**src/rtl/esc_pkg.sv**
```systemverilog
package esc_pkg;

  typedef enum logic [1:0] {
    BLK_REF    = 2'd0,
    BLK_PASS   = 2'd1,
    BLK_REPEAT = 2'd2
  } blk_verdict_e;

  function automatic logic mix_pair(input logic a, input logic b);
    return a ^ b;
  endfunction

  function automatic blk_verdict_e judge(input logic have_ref, input logic same);
    if (!have_ref) return BLK_REF;
    if (same)      return BLK_REPEAT;
    return BLK_PASS;
  endfunction

endpackage

```
**src/rtl/esc_mixer.sv**
```systemverilog
module esc_mixer
  import esc_pkg::*;
(
  input  logic clk,
  input  logic rst_n,
  input  logic a_bit,
  input  logic a_vld,
  input  logic b_bit,
  input  logic b_vld,
  output logic mix_bit,
  output logic mix_vld
);

  logic both_vld;
  assign both_vld = a_vld & b_vld;

  always_ff @(posedge clk or negedge rst_n) begin
    if (!rst_n) begin
      mix_bit <= 1'b0;
      mix_vld <= 1'b0;
    end else begin
      mix_vld <= both_vld;
      if (both_vld) mix_bit <= mix_pair(a_bit, b_bit);
    end
  end

  AST_MIX_NEEDS_BOTH: assert property (@(posedge clk) disable iff (!rst_n)
    mix_vld |-> $past(a_vld && b_vld));

endmodule

```
**src/rtl/esc_packer.sv**
```systemverilog
module esc_packer #(
  parameter int BLK_W = 32
) (
  input  logic             clk,
  input  logic             rst_n,
  input  logic             mix_bit,
  input  logic             mix_vld,
  output logic [BLK_W-1:0] blk_data,
  output logic             blk_vld
);

  localparam int CW = $clog2(BLK_W);

  logic [BLK_W-1:0] sh_q;
  logic [CW-1:0]    cnt_q;
  logic [BLK_W-1:0] sh_next;
  logic             last_bit;

  assign sh_next  = {mix_bit, sh_q[BLK_W-1:1]};
  assign last_bit = mix_vld && (cnt_q == CW'(BLK_W-1));

  always_ff @(posedge clk or negedge rst_n) begin
    if (!rst_n) begin
      sh_q     <= '0;
      cnt_q    <= '0;
      blk_data <= '0;
      blk_vld  <= 1'b0;
    end else begin
      blk_vld <= last_bit;
      if (mix_vld) begin
        sh_q  <= sh_next;
        cnt_q <= last_bit ? '0 : cnt_q + CW'(1);
      end
      if (last_bit) blk_data <= sh_next;
    end
  end

  AST_BLOCK_AFTER_BIT: assert property (@(posedge clk) disable iff (!rst_n)
    blk_vld |-> $past(mix_vld));

endmodule

```
**src/rtl/esc_reptest.sv**
```systemverilog
module esc_reptest
  import esc_pkg::*;
#(
  parameter int BLK_W = 32
) (
  input  logic             clk,
  input  logic             rst_n,
  input  logic [BLK_W-1:0] blk_data,
  input  logic             blk_vld,
  output logic [BLK_W-1:0] ok_data,
  output logic             ok_vld,
  output logic             fail
);

  logic             have_ref;
  logic [BLK_W-1:0] ref_q;
  blk_verdict_e     verdict;

  assign verdict = judge(have_ref, blk_data == ref_q);

  always_ff @(posedge clk or negedge rst_n) begin
    if (!rst_n) begin
      have_ref <= 1'b0;
      ref_q    <= '0;
      fail     <= 1'b0;
      ok_vld   <= 1'b0;
      ok_data  <= '0;
    end else begin
      ok_vld <= 1'b0;
      if (blk_vld) begin
        unique case (verdict)
          BLK_REF: begin
            have_ref <= 1'b1;
            ref_q    <= blk_data;
          end
          BLK_REPEAT: fail <= 1'b1;
          BLK_PASS: begin
            ref_q <= blk_data;
            if (!fail) begin
              ok_vld  <= 1'b1;
              ok_data <= blk_data;
            end
          end
          default: ;
        endcase
      end
    end
  end

  AST_FIRST_ONLY_REF: assert property (@(posedge clk) disable iff (!rst_n)
    (blk_vld && !have_ref) |=> !ok_vld);
  AST_EVERY_BLOCK_JUDGED: assert property (@(posedge clk) disable iff (!rst_n)
    (blk_vld && have_ref) |=> (ok_vld || fail));
  AST_FAIL_STICKY: assert property (@(posedge clk) disable iff (!rst_n)
    fail |=> fail);

endmodule

```
**src/rtl/esc_assembler.sv**
```systemverilog
module esc_assembler #(
  parameter int BLK_W   = 32,
  parameter int ENT_W   = 256,
  parameter int NONCE_W = 128
) (
  input  logic               clk,
  input  logic               rst_n,
  input  logic               req,
  input  logic               ok_vld,
  input  logic [BLK_W-1:0]   ok_data,
  input  logic               fail,
  output logic               done_q,
  output logic [ENT_W-1:0]   ent,
  output logic [NONCE_W-1:0] nonce
);

  localparam int TOT_W = ENT_W + NONCE_W;
  localparam int NBLK  = TOT_W / BLK_W;
  localparam int IW    = $clog2(NBLK + 1);

  logic [IW-1:0]    idx_q;
  logic             armed_q;
  logic             take;
  logic             finish;
  logic [TOT_W-1:0] flat;

  assign take   = ok_vld && armed_q && !fail;
  assign finish = take && (idx_q == IW'(NBLK-1));

  for (genvar k = 0; k < NBLK; k++) begin : g_slot
    logic [BLK_W-1:0] word_q;
    always_ff @(posedge clk or negedge rst_n) begin
      if (!rst_n)                          word_q <= '0;
      else if (take && idx_q == IW'(k))    word_q <= ok_data;
    end
    assign flat[k*BLK_W +: BLK_W] = word_q;
  end

  always_ff @(posedge clk or negedge rst_n) begin
    if (!rst_n) begin
      idx_q   <= '0;
      armed_q <= 1'b0;
      done_q  <= 1'b0;
    end else begin
      done_q <= finish;
      if (finish) begin
        idx_q   <= '0;
        armed_q <= 1'b0;
      end else begin
        if (take) idx_q <= idx_q + IW'(1);
        if (req)  armed_q <= 1'b1;
      end
    end
  end

  assign ent   = flat[ENT_W-1:0];
  assign nonce = flat[TOT_W-1:ENT_W];

  AST_VALID_ONE_CYCLE: assert property (@(posedge clk) disable iff (!rst_n)
    done_q |=> !done_q);
  AST_FAIL_BLOCKS_VALID: assert property (@(posedge clk) disable iff (!rst_n)
    fail |=> !done_q);

endmodule

```
**src/rtl/entropy_seed_collector.sv**
```systemverilog
module entropy_seed_collector #(
  parameter int BLK_W   = 32,
  parameter int ENT_W   = 256,
  parameter int NONCE_W = 128
) (
  input  logic               clk,
  input  logic               rst_n,
  input  logic               src_a_bit,
  input  logic               src_a_vld,
  input  logic               src_b_bit,
  input  logic               src_b_vld,
  input  logic               req,
  output logic [ENT_W-1:0]   seed_entropy,
  output logic [NONCE_W-1:0] seed_nonce,
  output logic               seed_valid,
  output logic               rep_fail
);

  logic             mix_bit, mix_vld;
  logic [BLK_W-1:0] blk_data, ok_data;
  logic             blk_vld, ok_vld, fail_w, done_w;
  logic [ENT_W-1:0]   ent_w;
  logic [NONCE_W-1:0] nonce_w;

  esc_mixer u_mix (
    .clk(clk), .rst_n(rst_n),
    .a_bit(src_a_bit), .a_vld(src_a_vld),
    .b_bit(src_b_bit), .b_vld(src_b_vld),
    .mix_bit(mix_bit), .mix_vld(mix_vld)
  );

  esc_packer #(.BLK_W(BLK_W)) u_pack (
    .clk(clk), .rst_n(rst_n),
    .mix_bit(mix_bit), .mix_vld(mix_vld),
    .blk_data(blk_data), .blk_vld(blk_vld)
  );

  esc_reptest #(.BLK_W(BLK_W)) u_rep (
    .clk(clk), .rst_n(rst_n),
    .blk_data(blk_data), .blk_vld(blk_vld),
    .ok_data(ok_data), .ok_vld(ok_vld), .fail(fail_w)
  );

  esc_assembler #(.BLK_W(BLK_W), .ENT_W(ENT_W), .NONCE_W(NONCE_W)) u_asm (
    .clk(clk), .rst_n(rst_n), .req(req),
    .ok_vld(ok_vld), .ok_data(ok_data), .fail(fail_w),
    .done_q(done_w), .ent(ent_w), .nonce(nonce_w)
  );

  assign seed_valid   = done_w && !fail_w;
  assign seed_entropy = seed_valid ? ent_w : '0;
  assign seed_nonce   = seed_valid ? nonce_w : '0;
  assign rep_fail     = fail_w;

endmodule

```
**config.mk**
```make
export PLATFORM = sky130hd
export DESIGN_NAME = entropy_seed_collector
export DESIGN_NICKNAME = d
export VERILOG_FILES = /design/src/rtl/esc_pkg.sv /design/src/rtl/esc_mixer.sv /design/src/rtl/esc_packer.sv /design/src/rtl/esc_reptest.sv /design/src/rtl/esc_assembler.sv /design/src/rtl/entropy_seed_collector.sv
export SDC_FILE = /design/constraint.sdc
export NUM_CORES = 1
export LEC_CHECK = 0
export ABC_AREA = 0
export BUFFER_PORTS_ARGS = -buffer_cell sky130_fd_sc_hd__clkbuf_2
export CAP_MARGIN = 20
export CORE_UTILIZATION = 55
export CTS_CLUSTER_DIAMETER = 50
export CTS_CLUSTER_SIZE = 16
export DETAILED_ROUTE_END_ITERATION = 8
export PLACE_DENSITY_LB_ADDON = 0.25
export SYNTH_ARGS = -nofsm -noshare
export SYNTH_HDL_FRONTEND = slang
export SYNTH_SLANG_ARGS = --single-unit
```
**constraint.sdc**
```tcl
create_clock -name clk -period 2.2 [get_ports clk]
set_input_delay 0.22 -clock clk [delete_from_list [all_inputs] [get_ports clk]]
set_output_delay 0.22 -clock clk [all_outputs]
set_load 0.01 [all_outputs]
```
== Word-level counts from Yosys, hierarchy flattened ==
Index checks and enable logic that the tools add are counted.

* Register bits after elaboration: 529
* Input bits: 7
* Output and inout bits: 386
* Logic and storage cells: 88

* Add/subtract/negate cells: 2
* Equality and inequality tests: 15
* Mux-type cells: 16
* Bitwise gates (word level): 3
* Reduce and logical (&&, ||, !) cells: 26

{| class="wikitable"
|+ Operators by type and width
! kind !! count
|-
| $mux W256 || 1
|-
| $mux W128 || 1
|-
| $eq A32 B32 Y1 || 1
|-
| $eq A4 B3 Y1 const B || 4
|-
| $eq A4 B4 Y1 const B || 4
|-
| $logic_and A1 B1 Y1 || 16
|-
| $eq A4 B2 Y1 const B || 2
|-
| $mux W2 || 4
|-
| $mux W4 || 2
|-
| $mux W1 || 7
|-
| $reduce_and A2 Y1 || 3
|-
| $add A5 B1 Y5 const B || 1
|-
| $eq A5 B5 Y1 const B || 1
|-
| $mux W5 || 1
|-
| $add A4 B1 Y4 const B || 1
|-
| $eq A4 B1 Y1 const B || 1
|-
| $logic_not A4 Y1 || 1
|-
| $reduce_bool A2 Y1 || 2
|-
| $reduce_and A3 Y1 || 1
|-
| $eq A2 B1 Y1 const B || 1
|-
| $eq A2 B2 Y1 const B || 1
|-
| $logic_not A2 Y1 || 1
|-
| $reduce_or A2 Y1 || 1
|-
| $and A1 B1 Y1 || 1
|-
| 3 further kinds || 3
|}

== Logic depth before layout (Yosys ltp) ==
Gate-level depths: netlist of the first run.

* Depth in word-level cells: 8
* Mapped depth: 7
* Gate-level depth less buffers: 5

== Modules after synthesis ==
Synthesis of the first run repeated with hierarchy kept, for this count alone.

* Cells, all modules: 1,703
* Area total of the unflattened synthesis: 24,740.0 sq um

{| class="wikitable"
|+ By module, submodules not included
! module !! times used !! cells an instance !! area each (sq um) !! sequential area each (sq um)
|-
| esc_assembler || 1 || 884 || 15,016.9 || 9,759.4
|-
| entropy_seed_collector || 1 || 470 || 3,787.4 || 0.0
|-
| esc_reptest || 1 || 185 || 3,124.2 || 1,676.6
|-
| esc_packer || 1 || 158 || 2,733.9 || 1,726.7
|-
| esc_mixer || 1 || 6 || 77.6 || 50.0
|}

== Worst setup path before layout of the first run ==
No wires, ideal clock.

* Path kind: reg-to-reg
* From: register u_pack.cnt_q[0]
* To: register u_pack.blk_data[10]
* Setup time: 125 ps
* Data arrival time: 1,854 ps
* Data required time: 2,075 ps
* Setup slack: 222 ps
* Cell stages (with the launch flop): 7
* Path buffers: 1
* Clock period less this slack: 1,978 ps
* Cell sequence: dfrtp_1 -> ha_1 -> and3_1 -> ha_1 -> nand2_1 -> buf_1 -> mux2_2

* Longest elaborated chain between the ends: 2

{| class="wikitable"
|+ RTL lines
! element !! RTL line !! source
|-
| start, declared || esc_packer.sv:15 || <nowiki>logic [CW-1:0] cnt_q;</nowiki>
|-
| start signal, assigned || esc_packer.sv:32 || <nowiki>cnt_q <= last_bit ? '0 : cnt_q + CW'(1);</nowiki>
|-
| $eq A5 B5 Y1 || esc_packer.sv:20 || <nowiki>assign last_bit = mix_vld && (cnt_q == CW'(BLK_W-1));</nowiki>
|-
| $logic_and A1 B1 Y1 || esc_packer.sv:20 ||
|-
| end signal, assigned || esc_packer.sv:34 || <nowiki>if (last_bit) blk_data <= sh_next;</nowiki>
|-
| end, declared || esc_packer.sv:8 || <nowiki>output logic [BLK_W-1:0] blk_data,</nowiki>
|}

No other way between the ends.
A chain may end at the register's enable or synchronous reset.

== Final worst setup path of the first run ==
* From: register u_rep.fail
* To: output port seed_entropy[31]

* Longest elaborated chain between the ends: 3

{| class="wikitable"
|+ RTL lines
! element !! RTL line !! source
|-
| start, declared || esc_reptest.sv:12 || <nowiki>output logic fail</nowiki>
|-
| start signal, assigned || esc_reptest.sv:25 || <nowiki>fail <= 1'b0;</nowiki>
|-
| start signal, assigned || esc_reptest.sv:36 || <nowiki>BLK_REPEAT: fail <= 1'b1;</nowiki>
|-
| $logic_not A1 Y1 || entropy_seed_collector.sv:50 || <nowiki>assign seed_valid = done_w && !fail_w;</nowiki>
|-
| $logic_and A1 B1 Y1 || entropy_seed_collector.sv:50 ||
|-
| $mux W256 || entropy_seed_collector.sv:51 || <nowiki>assign seed_entropy = seed_valid ? ent_w : '0;</nowiki>
|-
| end, declared || entropy_seed_collector.sv:13 || <nowiki>output logic [ENT_W-1:0] seed_entropy,</nowiki>
|}

No other way between the ends.

==> results of run 1 <==
==> placed cells by master, fill, tap and decap left out, types with 7 or more instances in the layout <==
master	instances
dfrtp_1	528
and2_1	340
nand2_2	11
clkbuf_16	55
inv_6	8
and2_4	46
inv_1	8
nand4_1	8
buf_4	48
xnor2_1	33
clkbuf_8	7
clkbuf_2	288
buf_8	19
mux2_4	59
buf_2	51
buf_6	42
buf_12	25
mux2_2	455
==> critical path, cell delays in order, from the launching register on <==
cell	delay (ns)
dfrtp_1	0.40
buf_6	0.14
nor2b_4	0.22
buf_12	0.17
buf_12	0.14
buf_12	0.12
buf_12	0.11
and2_4	0.15
buf_8	0.11
==> logic make-up (layout without fill, tap and decap cells) <==
group                      count (synthesis)  count (layout)
buffers and inverters                    134             584
other                                      0               1
DFF                                      528             528
xor gates and xnor gates                  33              33
and+or+nand+nor                          431             431
adders and majority gates                  6               6
muxes                                    515             515
AOI/OAI and AO/OA                         12              12
==> metrics by stage <==
step	setup TNS, ns	setup WS, ns	total power [uW]	hold slack, ns
after detailed placement	-0.123	-0.0162	12100	0.0929
final	-25.12	-0.160	20600	0.0818
after floorplan	0	0.222	11300	-0.0756
after global placement	0	0.0818	12000	0.0856
after global routing	-51.06	-0.226	21300	0.0872
after CTS	-29.89	-0.151	20800	0.0140
==> registers in the layout, summed over array words and instances, names as in the netlist, 4 cells and up <==
register and cells:
u_asm.g_slot.word_q 384, u_asm.idx_q 4, u_pack.blk_data 32, u_pack.cnt_q 5, u_pack.sh_q 31, u_rep.ok_data 32, u_rep.ref_q 32
==> report_power, final <==
group	leakage, uW	total (uW)	internal [uW]	switching, uW
sequential	0.00732	10400	10000	375
clock	0.000791	8760	5000	3760
combinational	0.00708	1470	750	720
==> repair_timing <==
| action | in CTS | in global routing |
|---|---|---|
| gates cloned | 6 | 7 |
| hold endpoints to repair | 201 | 0 |
| pin swaps | 17 | 16 |
| setup endpoints to repair | 308 | 391 |
| hold buffers | 6 | 0 |
| gates resized for setup | 64 | 167 |
| buffers inserted | 10 | 2 |
==> final cells by class <==
type / count / area (um^2)
tap: 532 / 666
fill: 2827 / 12400
clock inverter: 22 / 315
multi-input combinational: 997 / 9330
clock buffer: 60 / 1320
sequential: 528 / 13200
inverter: 8 / 30.0
antenna: 1 / 2.50
timing repair buffer: 494 / 3750
==> synthesized netlist by cell type (6+ instances only) <==
library cell / count
dfrtp_1: 528
mux2_2: 455
and2_1: 387
clkbuf_1: 76
mux2_4: 59
buf_2: 33
xnor2_1: 33
nand2_1: 17
inv_1: 8
nand4_1: 8
buf_1: 7
buf_6: 6
ha_1: 6
==> layer usage <==
metal  up-vias  track usage  share of wire
met3       119       0.0445          0.052
li1       6427            -              -
met4         0        0.100          0.034
met5         -            0              0
met2       476        0.462           0.49
met1      7593        0.368           0.42
==> path summary, 6_finish.rpt <==
kind                                                  startpoint  slack (ns)                                     end  cells after the start
setup / recovery                          u_rep.fail$_DFFE_PN0P_       -0.16                        seed_entropy[31]                      8
hold / removal                                             rst_n        0.08   u_asm.g_slot[1].word_q[7]$_DFFE_PN0P_                      2
setup reg to reg                     u_rep.ref_q[10]$_DFFE_PN0P_        0.04              u_rep.ref_q[3]$_DFFE_PN0P_                      7
hold reg to reg            u_asm.g_slot[4].word_q[0]$_DFFE_PN0P_        0.50   u_asm.g_slot[4].word_q[0]$_DFFE_PN0P_                      1
max in group asynchronous                                  rst_n        1.24  u_asm.g_slot[11].word_q[5]$_DFFE_PN0P_                      4
min in group clk                                       src_a_vld        0.12               u_mix.mix_bit$_DFFE_PN0P_                      4
==> impl_metrics.env, run 1 <==
export IMPL_wire_per_inst_um=23.0
export IMPL_required_ns=1.98
export IMPL_drt_iter0_drc=784
export IMPL_clock_skew_ns=0.0177
export IMPL_cap_viol_max_count=0
export IMPL_route_vias_total=14600
export IMPL_synth_area_um2=23000
export IMPL_core_area_um2=41000
export IMPL_synthTopCellsByArea="dfrtp_1, mux2_2, and2_1"
export IMPL_rsz0062_at_grt="true"
export IMPL_synth_seq_cells=528
export IMPL_dp_hpwl_um=39600
export IMPL_synth_nets=1672
export IMPL_outcome="finished, violations left"
export IMPL_totalWireLength_um=60700
export IMPL_grt_pass1_wl_um=88100
export IMPL_synth_compound_gate_area_share=0.00441
export IMPL_postSynth_asyncResetShare=1.00
export IMPL_ant_nets=0
export IMPL_drcViolationCount=72
export IMPL_clk_latency_ns=0.58
export IMPL_worstPathArrival_ns=2.14
export IMPL_postLayoutCellArea_um2=28600
export IMPL_die_area_um2=42600
export IMPL_holdCritPathClass="input pin to asynchronous set/reset pin"
export IMPL_cts_htree_levels=2
export IMPL_fin_crit_sh=1.07
export IMPL_crit_path_start_kind="flop"
export IMPL_endpoint_kind="output pin"
export IMPL_yosysTopAreaCell="dfrtp_1"
export IMPL_path_class="flop to output pin"
export IMPL_setup_slack_ns=-0.160
export IMPL_initial_core_util=0.561
export IMPL_clk_path_buf_depth=3
export IMPL_ys_warnings_count=0
export IMPL_powerDensity_nw_per_um2=721
export IMPL_synth_simple_area_share=0.117
export IMPL_finalSetupViolations=338
export IMPL_synth_top_area_frac=0.575
export IMPL_drive_gt1_frac=0.543
export IMPL_tightestPinTransition_ns=0.837
export IMPL_drtPass1Iterations=7
export IMPL_synth_avg_cell_area_um2=13.9
export IMPL_seq_area_frac_synth=0.575
export IMPL_slew_headroom=0.442
export IMPL_synth_flop_cell="dfrtp_1"
export IMPL_die_w_um=206
export IMPL_numCtsBuffers=47
export IMPL_fmax_ghz=0.424
export IMPL_fin_crit_ns=2.36
export IMPL_dp_cells=2529
export IMPL_routed_via_density=5.53
export IMPL_finalHoldViolCount=0
export IMPL_synth_fa_ha_area_frac=0.00326
export IMPL_ir_worst_vdd_uv=531
export IMPL_fin_util=0.698
export IMPL_clk_pin_slew_worst_paths_ns=0.07
export IMPL_fin_cells=2642
export IMPL_synth_edf_count=0
export IMPL_cts_tree="yes"
export IMPL_dpl_cell_area_um2=25900
export IMPL_rows=74
export IMPL_post_synth_num_cell_types=35
export IMPL_grt_pass1_vias=14600
export IMPL_synth_mux_area_frac=0.262
export IMPL_grt_max_degree=87
export IMPL_critPathMaxFanout=5
export IMPL_final_max_slew_viol_count=0
export IMPL_track_usage=0.278
export IMPL_die_h_um=206
export IMPL_num_io_pins=393
export IMPL_violations="DRC, setup timing"
export IMPL_power_leakage_uw=0.0152
export IMPL_synthXorXnorAreaFrac=0.0126
export IMPL_area_growth_pct=24.5
export IMPL_synthCells=1659
export IMPL_io_buffers=392
export IMPL_finalNetCount=2089
export IMPL_cts_sinks=528
export IMPL_place_gp_congestion=0.808
export IMPL_synth_top_family_by_area="multiplexers"
export IMPL_antenna_found_initial=1
export IMPL_overflow=0
export IMPL_cts_root_buf="clkbuf_16"
No activity file was read; power rests on OpenSTA's default activity.
==> run 2: changes to the inputs <==
--- a/config.mk
+++ b/config.mk
@@ -15,4 +15,5 @@
 export PLACE_DENSITY_LB_ADDON = 0.25
 export SYNTH_ARGS = -nofsm -noshare
 export SYNTH_HDL_FRONTEND = slang
+export SYNTH_HIERARCHICAL = 1
 export SYNTH_SLANG_ARGS = --single-unit
==> impl_metrics.env, run 2 <==
export IMPL_crit_path_start_kind="flop"
export IMPL_clk_latency_ns=0.60
export IMPL_cap_viol_max_count=0
export IMPL_setup_slack_ns=0.0289
export IMPL_antenna_found_initial=2
export IMPL_ys_warnings_count=6
export IMPL_synthXorXnorAreaFrac=0.0117
export IMPL_use_met1=0.399
export IMPL_postSynth_asyncResetShare=1.00
export IMPL_grt_busiest_layer="met2"
export IMPL_synthTopCellsByArea="dfrtp_1, mux2_2, and3b_1"
export IMPL_drive_gt1_frac=0.506
export IMPL_clk_pin_slew_worst_paths_ns=0.07
export IMPL_drt_iter0_drc=1114
export IMPL_num_io_pins=393
export IMPL_holdWs_ns=0.166
export IMPL_slew_headroom=0.340
export IMPL_synth_top_family_by_area="multiplexers"
export IMPL_rsz0062_at_grt="true"
export IMPL_clk_path_buf_depth=3
export IMPL_synth_flop_cell="dfrtp_1"
export IMPL_tightestPinTransition_ns=0.990
export IMPL_synth_mux_area_frac=0.256
export IMPL_initial_core_util=0.558
export IMPL_numCtsBuffers=49
export IMPL_finalSetupViolations=0
export IMPL_die_w_um=214
export IMPL_p_sw_uw=4450
export IMPL_setup_tns_ns=0
export IMPL_met3_usage=0.0430
export IMPL_postLayoutCellArea_um2=29300
export IMPL_synth_fa_ha_area_frac=0.00303
export IMPL_synth_nets=1716
export IMPL_grt_max_degree=112
export IMPL_holdCritPathClass="input pin to asynchronous set/reset pin"
export IMPL_io_buffers=392
export IMPL_post_synth_num_cell_types=39
export IMPL_drcViolationCount=0
export IMPL_synth_area_um2=24700
export IMPL_totalWireLength_um=66400
export IMPL_drtPass1Iterations=5
export IMPL_core_area_um2=44300
export IMPL_area_growth_pct=18.3
export IMPL_fin_crit_ns=2.17
export IMPL_ant_nets=0
export IMPL_required_ns=1.98
export IMPL_dp_worst_setup_slack_ns=0.0977
export IMPL_fmax_ghz=0.461
export IMPL_track_usage=0.283
export IMPL_synth_seq_cells=528
export IMPL_grt_pass1_vias=15800
export IMPL_synth_most_common_cell="dfrtp_1"
export IMPL_seq_area_frac_synth=0.534
export IMPL_fin_crit_sh=0.987
export IMPL_cts_htree_levels=2
export IMPL_overflow=0
export IMPL_clock_skew_ns=0.0246
export IMPL_final_max_slew_viol_count=0
export IMPL_endpoint_kind="output pin"
export IMPL_finalHoldViolCount=0
export IMPL_rows=77
export IMPL_power_leakage_uw=0.0163
export IMPL_synth_avg_cell_area_um2=14.5
export IMPL_route_vias_total=15500
export IMPL_cts_tree="yes"
export IMPL_die_area_um2=45800
export IMPL_worstPathArrival_ns=1.95
export IMPL_largest_reg_flops=384
export IMPL_synth_common_cells="dfrtp_1, and3b_1, mux2_2, mux2_4, buf_2"
export IMPL_synth_edf_count=0
export IMPL_finalNetCount=2062
export IMPL_yosysTopAreaCell="dfrtp_1"
export IMPL_antenna_cells=0
export IMPL_routed_via_density=5.79
export IMPL_sw_frac_of_total=0.230
export IMPL_synth_compound_gate_area_share=0.00450
export IMPL_grt_use_met2=0.444
export IMPL_grt_pass1_wl_um=99600
export IMPL_outcome="finished, final reports clean"
export IMPL_powerDensity_nw_per_um2=660
export IMPL_largest_register="u_asm/g_slot.word_q"
export IMPL_seq_power_share=0.524
export IMPL_synth_simple_area_share=0.151
export IMPL_place_gp_congestion=0.805
export IMPL_clockPowerShare=0.444
export IMPL_synthCells=1703
export IMPL_comb_power_share=0.032
export IMPL_cts_root_buf="clkbuf_16"
export IMPL_dpl_cell_area_um2=27200
export IMPL_path_class="flop to output pin"
export IMPL_synth_top_area_frac=0.534
export IMPL_ir_worst_vdd_uv=523
export IMPL_layout_commonest_cell="dfrtp_1"
export IMPL_critPathMaxFanout=13
export IMPL_internal_power_uw=14900
export IMPL_final_cell_mix="dfrtp_1, and3b_1, clkbuf_2, mux2_2, mux2_4"
export IMPL_wire_per_inst_um=24.8
export IMPL_cts_sinks=528
export IMPL_dp_hpwl_um=40800
export IMPL_die_h_um=214
## run 2: worst paths after layout
check	start	endpoint	slack, ns	depth (start not counted)
min in group clk	req	u_asm/armed_q$_DFFE_PN0P_	0.48	4
min reg2reg	u_asm/g_slot[11].word_q[10]$_DFFE_PN0P_	u_asm/g_slot[11].word_q[10]$_DFFE_PN0P_	0.48	1
min	rst_n	u_asm/g_slot[5].word_q[21]$_DFFE_PN0P_	0.17	2
max	u_rep/fail$_DFFE_PN0P_	seed_entropy[174]	0.03	4
max reg2reg	u_rep/fail$_DFFE_PN0P_	u_asm/g_slot[0].word_q[14]$_DFFE_PN0P_	0.12	4
max in group asynchronous	rst_n	u_rep/fail$_DFFE_PN0P_	1.09	3
## run 2: what timing repair did
action | CTS | global route
gates cloned | 4 | 6
buffers inserted | 5 | 3
hold buffers | 6 | 0
hold endpoints to repair | 162 | 0
setup endpoints to repair | 324 | 247
pin swaps | 0 | 1
resized for setup | 15 | 43
## run 2: critical path, cell delays in order (launching register included)
cell	delay, ns
dfrtp_4	0.54
buf_16	0.20
clkbuf_16	0.20
and3b_1	0.26
clkbuf_2	0.14
## run 2: cells by family (layout without fill, tap and decap cells)
kind of cell             count (synthesis)  after routing
AO/OA/AOI/OAI                           14             14
XOR/XNOR                                33             33
adder cells (fa/ha/maj)                  6              6
buffers and inverters                  175            556
flip-flops                             528            528
multiplexers                           514            514
AND/OR/NAND/NOR                        433            433
## run 2: metal layers
layer  share of wire  up-vias  wire length, um
met2            0.47      474            31500
met5               0        -                0
li1                -     6749                -
met3           0.051      118             3360
met4           0.033        0             2200
met1            0.44     8154            29400
## run 2: final cells by class
type	count	area, um^2
multi-input combinational	1000	10600
tap	592	741
clock buffer	54	1300
timing repair buffer	464	3060
sequential	528	13200
inverter	6	22.5
fill	3258	15100
clock inverter	32	310
## run 2: power by group through the flow
stage / registers (uW) / clock network, uW / logic (uW)
floorplan: 10200 / 0 / 334
global placement: 10300 / 0 / 584
detailed placement: 10300 / 0 / 614
CTS: 10100 / 8740 / 627
global route: 10100 / 9090 / 697
finish: 10100 / 8590 / 621
## run 2: per-stage QoR
step,utilization,cells,power (uW)
6_report,0.660,2676,19300
5_1_grt,0.660,2676,19900
2_1_floorplan,-,1703,10500
3_5_place_dp,0.614,2567,10900
3_3_place_gp,0.614,2567,10900
4_1_cts,0.657,2668,19500
==> run 3: changes to the inputs <==
--- a/config.mk
+++ b/config.mk
@@ -6,12 +6,14 @@
 export NUM_CORES = 1
 export LEC_CHECK = 0
 export ABC_AREA = 0
-export BUFFER_PORTS_ARGS = -buffer_cell sky130_fd_sc_hd__clkbuf_2
 export CAP_MARGIN = 20
+export CORE_MARGIN = 1.5
 export CORE_UTILIZATION = 55
 export CTS_CLUSTER_DIAMETER = 50
 export CTS_CLUSTER_SIZE = 16
 export DETAILED_ROUTE_END_ITERATION = 8
+export DONT_BUFFER_PORTS = 1
+export HOLD_SLACK_MARGIN = 0.05
 export PLACE_DENSITY_LB_ADDON = 0.25
 export SYNTH_ARGS = -nofsm -noshare
 export SYNTH_HDL_FRONTEND = slang
==> impl_metrics.env, run 3 (synthesis gave the netlist of run 2 again) <==
export IMPL_die_h_um=215
export IMPL_finalNetCount=1652
export IMPL_clk_latency_ns=0.59
export IMPL_num_io_pins=393
export IMPL_sw_frac_of_total=0.220
export IMPL_dp_hpwl_um=37600
export IMPL_r2r_cells=8
export IMPL_layout_commonest_cell="dfrtp_1"
export IMPL_place_gp_congestion=0.793
export IMPL_cap_viol_max_count=0
export IMPL_drtPass1Iterations=5
export IMPL_violations="hold timing, slew limit"
export IMPL_cts_htree_levels=2
export IMPL_fin_cells=2270
export IMPL_power_leakage_uw=0.0144
export IMPL_required_ns=2.67
export IMPL_final_max_slew_viol_count=318
export IMPL_worstPathArrival_ns=2.62
export IMPL_internal_power_uw=15200
export IMPL_route_vias_total=13700
export IMPL_clock_skew_ns=0.0196
export IMPL_ant_nets=0
export IMPL_dp_cells=2166
export IMPL_ir_worst_vdd_uv=634
export IMPL_reg2reg_setup_slack_ns=0.05
export IMPL_io_buffers=0
export IMPL_fmax_ghz=0.465
export IMPL_slew_headroom=-0.192
export IMPL_clk_pin_slew_worst_paths_ns=0.07
export IMPL_crit_path_start_kind="flop"
export IMPL_clockPowerShare=0.459
export IMPL_path_class="flop to flop"
export IMPL_largest_reg_flops=384
export IMPL_ctsHoldBuffers=5
export IMPL_rows=77
export IMPL_die_w_um=215
export IMPL_path_common_cell="buf_4"
export IMPL_finalHoldViolCount=528
export IMPL_fin_crit_ns=2.15
export IMPL_tightestPinTransition_ns=1.79
export IMPL_wire_per_inst_um=27.1
export IMPL_fin_crit_sh=0.978
export IMPL_largest_register="u_asm/g_slot.word_q"
export IMPL_numCtsBuffers=49
export IMPL_crit_path_cell_trace="xnor2_1 > nand4_1 > nor4_4 > buf_4 > a211oi_4 > buf_4 > buf_12 > mux2_4"
export IMPL_drive_gt1_frac=0.427
export IMPL_rr_startpoint="u_pack/blk_data[23]$_DFFE_PN0P_"
export IMPL_seq_power_share=0.521
export IMPL_clk_path_buf_depth=3
export IMPL_antenna_cells=0
export IMPL_critPathMaxFanout=10
export IMPL_drt_iter0_drc=907
export IMPL_overflow=0
export IMPL_max_stage_delay_ns=0.46
export IMPL_comb_power_share=0.021
export IMPL_holdCritPathClass="input pin to asynchronous set/reset pin"
export IMPL_area_growth_pct=9.81
export IMPL_holdWs_ns=-0.672
export IMPL_cpMaxStageDelayCell="dfrtp_1"
export IMPL_final_cell_mix="dfrtp_1, mux2_2, and3b_1, mux2_4, and3b_2"
export IMPL_outcome="finished, violations left"
export IMPL_totalWireLength_um=61600
export IMPL_cts_root_buf="clkbuf_16"
export IMPL_core_area_um2=44300
export IMPL_powerDensity_nw_per_um2=715
export IMPL_finalSetupViolations=0
export IMPL_drcViolationCount=0
export IMPL_antenna_found_initial=3
export IMPL_track_usage=0.261
export IMPL_endpoint_kind="flop"
export IMPL_rr_endpoint="u_rep/ok_data[24]$_DFFE_PN0P_"
export IMPL_p_sw_uw=4270
export IMPL_grt_max_degree=529
export IMPL_grt_pass1_vias=14200
export IMPL_initial_core_util=0.558
export IMPL_cts_tree="yes"
export IMPL_cts_sinks=528
export IMPL_die_area_um2=46300
export IMPL_routed_via_density=6.02
export IMPL_grt_pass1_wl_um=92900
## run 3: changes by cell type in the layout (fill, tap and decap cells not counted), moves of 3 or more
cell and change:
buf_2 -32, clkbuf_1 +5, clkbuf_2 -359, buf_12 -4, and3b_2 +72, clkinvlp_4 -4, buf_4 -5, clkinv_2 -3
buf_16 -4, buf_6 -3, and3b_1 -72, clkbuf_8 +4
## run 3: stage by stage
step / TNS [ns] / utilization / setup WS (ns) / instance area (um^2) / power [uW]
floorplan: 0 / - / 0.317 / 24700 / 10500
global placement: 0 / 0.567 / 0.120 / 25100 / 10700
detailed placement: 0 / 0.567 / 0.0927 / 25100 / 10700
CTS: -19.20 / 0.610 / -0.0981 / 27000 / 19600
global route: -0.0362 / 0.613 / -0.00974 / 27200 / 20100
finish: 0 / 0.613 / 0.0475 / 27200 / 19400
## run 3: how the worst max path moves through the flow
stage                                    start                                endpoint  depth (start not counted)
3_5_place_dp    u_pack/blk_data[5]$_DFFE_PN0P_           u_rep/ok_data[17]$_DFFE_PN0P_                          7
5_1_grt        u_pack/blk_data[23]$_DFFE_PN0P_            u_rep/ok_data[3]$_DFFE_PN0P_                          8
3_3_place_gp   u_pack/blk_data[18]$_DFFE_PN0P_           u_rep/ok_data[17]$_DFFE_PN0P_                          7
6_report       u_pack/blk_data[23]$_DFFE_PN0P_           u_rep/ok_data[24]$_DFFE_PN0P_                          8
2_1_floorplan           u_rep/fail$_DFFE_PN0P_  u_asm/g_slot[0].word_q[10]$_DFFE_PN0P_                          5
4_1_cts                 u_rep/fail$_DFFE_PN0P_                         seed_entropy[1]                          3
## run 3: layout make-up
cell class              instances  area, um^2
inverters                       6        22.5
clock inverters                27         324
clock buffers                  63        1370
multi-input cells            1000       10700
flip-flops and latches        528       13200
fillers                      3363       17200
well taps                     592         741
repair buffers                 54         788
## run 3: power by group through the flow
| stage | registers (uW) | clock network, uW | logic [uW] |
|---|---|---|---|
| 2_1_floorplan | 10200 | 0 | 334 |
| 3_3_place_gp | 10300 | 0 | 367 |
| 3_5_place_dp | 10300 | 0 | 387 |
| 4_1_cts | 10100 | 9100 | 400 |
| 5_1_grt | 10100 | 9530 | 449 |
| 6_report | 10100 | 8910 | 406 |
## run 3: routing by layer
layer	share of wire	global-route usage
met1	0.44	0.361
met2	0.48	0.419
met4	0.030	0.0893
met5	0	0
met3	0.048	0.0422
## run 3: critical path, delay by kind of cell, from the launching register on
kind            cells  cell delay, ns
xor+xnor            1            0.21
simple gates        2            0.49
flops               1            0.46
mux                 1            0.29
compound gates      1            0.09
buf+inv             3            0.47
## run 3: what timing repair did
item,CTS,global route
resized for setup,78,7
setup buffers,0,3
gates cloned,1,5
setup endpoints to repair,385,376
pin swaps,0,3
endpoints found under the hold margin,531,528
